**config.mk**
```make
export PLATFORM = sky130hd
export DESIGN_NAME = kms_scanner
export DESIGN_NICKNAME = d
export VERILOG_FILES = /design/src/rtl/kms_pkg.sv /design/src/rtl/kms_line_seq.sv /design/src/rtl/kms_key_image.sv /design/src/rtl/kms_scanner.sv
export SDC_FILE = /design/constraint.sdc
export NUM_CORES = 1
export LEC_CHECK = 0
export BUFFER_PORTS_ARGS = -buffer_cell sky130_fd_sc_hd__buf_4
export CORE_ASPECT_RATIO = 1.1
export CORE_MARGIN = 4
export CORE_UTILIZATION = 55
export CTS_BUF_LIST = sky130_fd_sc_hd__clkbuf_8
export CTS_CLUSTER_DIAMETER = 50
export DETAILED_ROUTE_END_ITERATION = 7
export PLACE_DENSITY = 0.78
export SLEW_MARGIN = 10
export SYNTH_ARGS = -nofsm -noshare
export SYNTH_HDL_FRONTEND = slang
export SYNTH_HIERARCHICAL = 1
export SYNTH_SLANG_ARGS = --single-unit
```
**constraint.sdc**
```tcl
create_clock -name clk -period 2.2 [get_ports clk]
set_input_delay 0.11 -clock clk [delete_from_list [all_inputs] [get_ports clk]]
set_output_delay 0.11 -clock clk [all_outputs]
set_load 0.02 [all_outputs]
```
**src/rtl/kms_pkg.sv**
```systemverilog
package kms_pkg;
    typedef enum logic [1:0] {
        KS_IDLE = 2'd0,
        KS_SCAN = 2'd1,
        KS_EVAL = 2'd2
    } kscan_state_e;
endpackage

```
**src/rtl/kms_line_seq.sv**
```systemverilog
module kms_line_seq #(
    parameter int LINES = 6,
    parameter int DWELL = 4,
    localparam int IW = (LINES > 1) ? $clog2(LINES) : 1,
    localparam int CW = (DWELL > 1) ? $clog2(DWELL) : 1
) (
    input  logic          clk,
    input  logic          rst_n,
    input  logic          restart,
    input  logic [IW-1:0] first_idx,
    input  logic          advance,
    output logic [IW-1:0] idx,
    output logic          sample,
    output logic          last_line
);
    logic [CW-1:0] dwell_q;

    assign sample    = advance && (dwell_q == CW'(DWELL - 1));
    assign last_line = (idx == IW'(LINES - 1));

    always_ff @(posedge clk or negedge rst_n) begin
        if (!rst_n) begin
            idx     <= '0;
            dwell_q <= '0;
        end else if (restart) begin
            idx     <= first_idx;
            dwell_q <= '0;
        end else if (advance) begin
            if (dwell_q == CW'(DWELL - 1)) begin
                dwell_q <= '0;
                if (!last_line) idx <= idx + 1'b1;
            end else begin
                dwell_q <= dwell_q + 1'b1;
            end
        end
    end

    // the line index only moves when a sample is taken
    p_idx_moves_on_sample_r3: assert property (@(posedge clk) disable iff (!rst_n)
        (!restart && !sample) |=> $stable(idx));
endmodule

```
**src/rtl/kms_key_image.sv**
```systemverilog
module kms_key_image #(
    parameter int LINES = 6,
    parameter int SENSE = 5,
    localparam int IW   = (LINES > 1) ? $clog2(LINES) : 1,
    localparam int KEYS = LINES * SENSE
) (
    input  logic             clk,
    input  logic             rst_n,
    input  logic             clear,
    input  logic             sample,
    input  logic [IW-1:0]    idx,
    input  logic [SENSE-1:0] sense,
    input  logic             eval,
    output logic [KEYS-1:0]  key_img,
    output logic             key_rdy,
    output logic             cur_zero
);
    logic [SENSE-1:0] row_q [LINES];
    logic [KEYS-1:0]  cur;
    logic [KEYS-1:0]  prev_q;

    for (genvar i = 0; i < LINES; i++) begin : g_row
        always_ff @(posedge clk or negedge rst_n) begin
            if (!rst_n)                             row_q[i] <= '0;
            else if (clear)                         row_q[i] <= '0;
            else if (sample && idx == IW'(i))       row_q[i] <= sense;
        end
        assign cur[i*SENSE +: SENSE] = row_q[i];
    end

    assign cur_zero = (cur == '0);

    always_ff @(posedge clk or negedge rst_n) begin
        if (!rst_n) begin
            prev_q  <= '0;
            key_img <= '0;
            key_rdy <= 1'b0;
        end else begin
            key_rdy <= 1'b0;
            if (eval) begin
                if (cur_zero) begin
                    prev_q  <= '0;
                    key_img <= '0;
                end else begin
                    if (cur == prev_q && cur != key_img) begin
                        key_img <= cur;
                        key_rdy <= 1'b1;
                    end
                    prev_q <= cur;
                end
            end
        end
    end

    // the ready pulse lasts one cycle
    p_rdy_single_r6: assert property (@(posedge clk) disable iff (!rst_n)
        key_rdy |=> !key_rdy);
    // a new non-zero image is always announced
    p_img_announced_r6: assert property (@(posedge clk) disable iff (!rst_n)
        (key_img != $past(key_img) && key_img != '0) |-> key_rdy);
    // an empty pass clears the image silently
    p_release_clears_r8: assert property (@(posedge clk) disable iff (!rst_n)
        (eval && cur_zero) |=> (key_img == '0 && !key_rdy));
endmodule

```
**src/rtl/kms_scanner.sv**
```systemverilog
module kms_scanner
    import kms_pkg::*;
#(
    parameter int LINES     = 6,
    parameter int SENSE     = 5,
    parameter int DWELL     = 4,
    parameter int SEG_LINES = 2,
    localparam int KEYS = LINES * SENSE,
    localparam int IW   = (LINES > 1) ? $clog2(LINES) : 1
) (
    input  logic             clk,
    input  logic             rst_n,
    input  logic             scan_en,
    input  logic             sleep,
    input  logic             seg_mask,
    input  logic [SENSE-1:0] sense_i,
    output logic [LINES-1:0] scan_o,
    output logic [KEYS-1:0]  key_img,
    output logic             key_rdy
);
    kscan_state_e state_q, state_d;

    logic          wake, restart, advance, eval;
    logic          sample, last_line, cur_zero;
    logic [IW-1:0] idx, first_idx;
    logic [LINES-1:0] line_en, line_hot;

    for (genvar i = 0; i < LINES; i++) begin : g_line
        if (i < SEG_LINES) begin : g_shared
            assign line_en[i] = !seg_mask;
        end else begin : g_fixed
            assign line_en[i] = 1'b1;
        end
        assign line_hot[i] = (idx == IW'(i));
    end

    assign first_idx = seg_mask ? IW'(SEG_LINES) : '0;
    assign wake      = (|sense_i) && (scan_en || sleep);
    assign advance   = (state_q == KS_SCAN) && scan_en;
    assign eval      = (state_q == KS_EVAL);
    assign restart   = ((state_q == KS_IDLE) && wake) || (eval && !cur_zero);

    kms_line_seq #(.LINES(LINES), .DWELL(DWELL)) u_seq (
        .clk       (clk),
        .rst_n     (rst_n),
        .restart   (restart),
        .first_idx (first_idx),
        .advance   (advance),
        .idx       (idx),
        .sample    (sample),
        .last_line (last_line)
    );

    kms_key_image #(.LINES(LINES), .SENSE(SENSE)) u_img (
        .clk      (clk),
        .rst_n    (rst_n),
        .clear    (restart),
        .sample   (sample),
        .idx      (idx),
        .sense    (sense_i),
        .eval     (eval),
        .key_img  (key_img),
        .key_rdy  (key_rdy),
        .cur_zero (cur_zero)
    );

    always_ff @(posedge clk or negedge rst_n) begin
        if (!rst_n) state_q <= KS_IDLE;
        else        state_q <= state_d;
    end

    always_comb begin
        state_d = state_q;
        unique case (state_q)
            KS_IDLE: if (wake) state_d = KS_SCAN;
            KS_SCAN: if (sample && last_line) state_d = KS_EVAL;
            KS_EVAL: state_d = cur_zero ? KS_IDLE : KS_SCAN;
            default: state_d = KS_IDLE;
        endcase
    end

    always_comb begin
        unique case (state_q)
            KS_IDLE: scan_o = line_en;
            KS_SCAN: scan_o = line_hot & line_en;
            KS_EVAL: scan_o = '0;
            default: scan_o = '0;
        endcase
    end

    // one drive line during a scan
    p_one_line_r3: assert property (@(posedge clk) disable iff (!rst_n)
        (state_q == KS_SCAN) |-> $countones(scan_o) == 1);
    // lines hold while the enable is low
    p_hold_lines_r10: assert property (@(posedge clk) disable iff (!rst_n)
        (state_q == KS_SCAN && !scan_en) |=> $stable(scan_o));
    // no exit from idle without a pressed key
    p_idle_waits_r2: assert property (@(posedge clk) disable iff (!rst_n)
        (state_q == KS_IDLE && !(|sense_i)) |=> state_q == KS_IDLE);
endmodule

```
==> results.md <==
- RSZ-0062 raised after global routing: no
- Vias: 3709
- Top-count cell post-synth: dfrtp_1
- Critical path, cell by cell: xor2_1 > nor4b_1 > nand4_1 > a211o_1 > and2_4 > mux2_4
- Placer Congestion: 0.898
- Hold crit path type: in2reg
- CP Buf/Inv Count: 0
- GRT Total Usage: 0.245
- CP max stage cell: dfrtp_1
- Setup Viol. Count Final: 0
- Avg WL per Cell: 19.2 um
- Clock skew: 0.0117 ns
- Worst skew pair latency: 0.37 ns
- DRC: 0
- Starting DRC count in detailed routing: 287
- Pins over their slew limit: 0
- Yosys reg bits: 98
- Max-Cap Viols: 0
- Initial antenna violation count: 0
- Yosys warns: 6
- Mean Syn Cell Area: 10.6 um^2
- TNS Setup: 0 ns
- P_leak: 2.88 nW
- Die width: 98.3 um
- Syn Inst Count: 464
- Pwr Density: 1140 mW/mm^2
- Via/cell ratio: 5.79
- Minimum clock period: 2.15 ns
- IO Pins: 47
- Chip height: 107 um
- CP startpoint kind: flip-flop
- CP endpoint kind: flip-flop
- Dpl hpwl: 8660 um
- Max Fclk: 0.464 GHz
- Final core utilization: 0.656
- Die Area: 0.0106 mm^2
- Register area share after synthesis: 0.497
- Reg2reg start: u_img/cur[17]$_DFFE_PN0P_
- Arrival @ worst endpoint: 2.41 ns
- Multi-input logic area: 0.00233 mm^2
- Synth area leaders: dfrtp_1 (50%), mux2_2 (6.8%), xnor2_1 (6.0%), xor2_1 (4.8%), mux2i_1 (3.9%)
- Mapped Area: 0.00494 mm^2
- Setup slack after layout: 0.0456 ns
- Fill cell count: 711
- CP top delay family: simple AND/OR/NAND/NOR gates
- Synth top area share: 0.497
- Fin area: 0.00579 mm^2
- DP Area: 0.00551 mm^2
- Final net count: 535
- Slew @ Worst Pin: 0.571 ns
- CTS tree: yes
- Aggregate global routing overflow: 0
- Worst-path fanout max: 6
- Non-Filler Instances: 641
- Clk slew on worst S/H paths: 0.09 ns
- Core area: 0.00883 mm^2
- CP max stage delay: 0.49 ns
- Status: complete, no violations
- Relative slew slack: 0.619
- Synth-to-Final Area Change: 17.3%
- Initial Util: 0.559
- Post-synth top cells: dfrtp_1 (98), nor2_1 (50), xnor2_1 (34), mux2_2 (30), inv_1 (29)
- Number of synthesized flops with an enable pin: 0
- Drt first pass iters: 4
- Antenna viol nets, final: 0
- Leading area contributor after synthesis: dfrtp_1
- Share of layout cells above drive strength 1: 0.252
- Longest Clk Path Bufs: 2
- Setup CP Type: reg2reg
- Max IR drop VDD: 0.596 mV
- Dpl cells: 623
- Root Buffer: clkbuf_8
- Top FF cell, synth: dfrtp_1
- Synth unique cells: 45
- FP Rows: 36
- Crit path from: u_img/cur[17]$_DFFE_PN0P_
- Post-Place Worst Slack: -0.0627 ns
- Clock sink total: 98
- I/O Buffers: 46
- Setup repair bufs after CTS: 0
- Ys async rst share: 1.00
- Routed Wire Length: 12300 um
- Hold path startpoint: sense_i[4]
- Total CTS buffers: 9
- Vias in the first global route: 3853
- Sequential cell area: 0.00245 mm^2
- Period utilization: 0.979
- WP data required: 2.46 ns
- Hold Fails Final Rpt: 0
- H-Tree Level Count: 3
- First-pass GRT wire length: 20200 um
- # diodes: 0
- Largest net degree at the start of global routing: 43
## flip-flops by register name, indices dropped and copies added, names as in the netlist
register and count:
u_img/key_rdy 1, u_seq/dwell_q 2, u_img/cur 30, u_img/prev_q 30, u_seq/idx 3, u_img/key_img 30
state_q 2
## report_power, final
part	switching (mW)	total (mW)	internal, mW
combinational	1.48	2.76	1.29
clock	0.619	1.21	0.591
sequential	0.579	2.65	2.08
## metrics by stage
| stage | hold slack, ns | total power [mW] |
|---|---|---|
| CTS | 0.0557 | 6.46 |
| detailed placement | 0.149 | 5.19 |
| global placement | 0.133 | 5.10 |
| finish | 0.0703 | 6.63 |
| global route | 0.0884 | 7.03 |
| floorplan | -0.186 | 4.27 |
## cells in the final DEF (no fill, tap or decap), types with 4 or more instances in the layout
cell / netlist / routed
nor4_1: 17 / 14
o21ai_1: 26 / 25
a21oi_1: 18 / 18
nand4_1: 13 / 13
nand2_1: 8 / 8
inv_1: 29 / 29
nor2_1: 50 / 49
xnor2_1: 34 / 32
dfrtp_1: 98 / 98
nand3_1: 26 / 26
mux2_4: 4 / 4
mux2i_1: 19 / 19
mux2_2: 30 / 30
clkbuf_8: 0 / 11
buf_4: 0 / 62
xor2_1: 27 / 27
## tightest hold or removal path, stage by stage
cell and delay [ns]:
buf_4 0.14, a21oi_1 0.07, nor2_1 0.07
## cells by family after synthesis
group | after synthesis | share of synthesized area
AOI/OAI and AO/OA | 55 | 0.0656
other | 1 | 0.000760
adders and majority gates | 3 | 0.00760
DFF | 98 | 0.497
xor gates and xnor gates | 61 | 0.108
and+or+nand+nor | 143 | 0.160
buffers and inverters | 50 | 0.0416
muxes | 53 | 0.119
## routing by layer
metal,wire length [um],track usage,vias up
met1,5340,0.334,1813
met4,448,0.125,0
met2,5950,0.381,136
met5,0,0,-
met3,576,0.0369,40
li1,-,-,1720
## cell type report
type,count,area share
clock buffer,11,0.0262
clock inverter,5,0.0108
inverter,29,0.0188
multi-input combinational,317,0.403
sequential,98,0.424
tap,114,0.0246
timing repair buffer,67,0.0927
## what timing repair did
| item | 4_1_cts | 5_1_grt |
|---|---|---|
| hold endpoints to repair | 41 | 0 |
| setup endpoints to repair | 20 | 32 |
| pin swaps | 0 | 1 |
| hold buffers | 2 | 0 |
| resized for setup | 1 | 7 |
## path summary, 6_finish.rpt
path | end | depth (start not counted) | slack (ns)
min reg2reg | u_img/prev_q[16]$_DFFE_PN0P_ | 1 | 0.54
min | u_img/cur[4]$_DFFE_PN0P_ | 3 | 0.07
max in group asynchronous | u_img/cur[11]$_DFFE_PN0P_ | 3 | 1.28
max | u_img/key_img[10]$_DFFE_PN0P_ | 6 | 0.05
min in group asynchronous | u_img/prev_q[13]$_DFFE_PN0P_ | 2 | 0.27
max reg2reg | u_img/key_img[10]$_DFFE_PN0P_ | 6 | 0.05
Note: power is estimated with default switching activity, not from simulation.
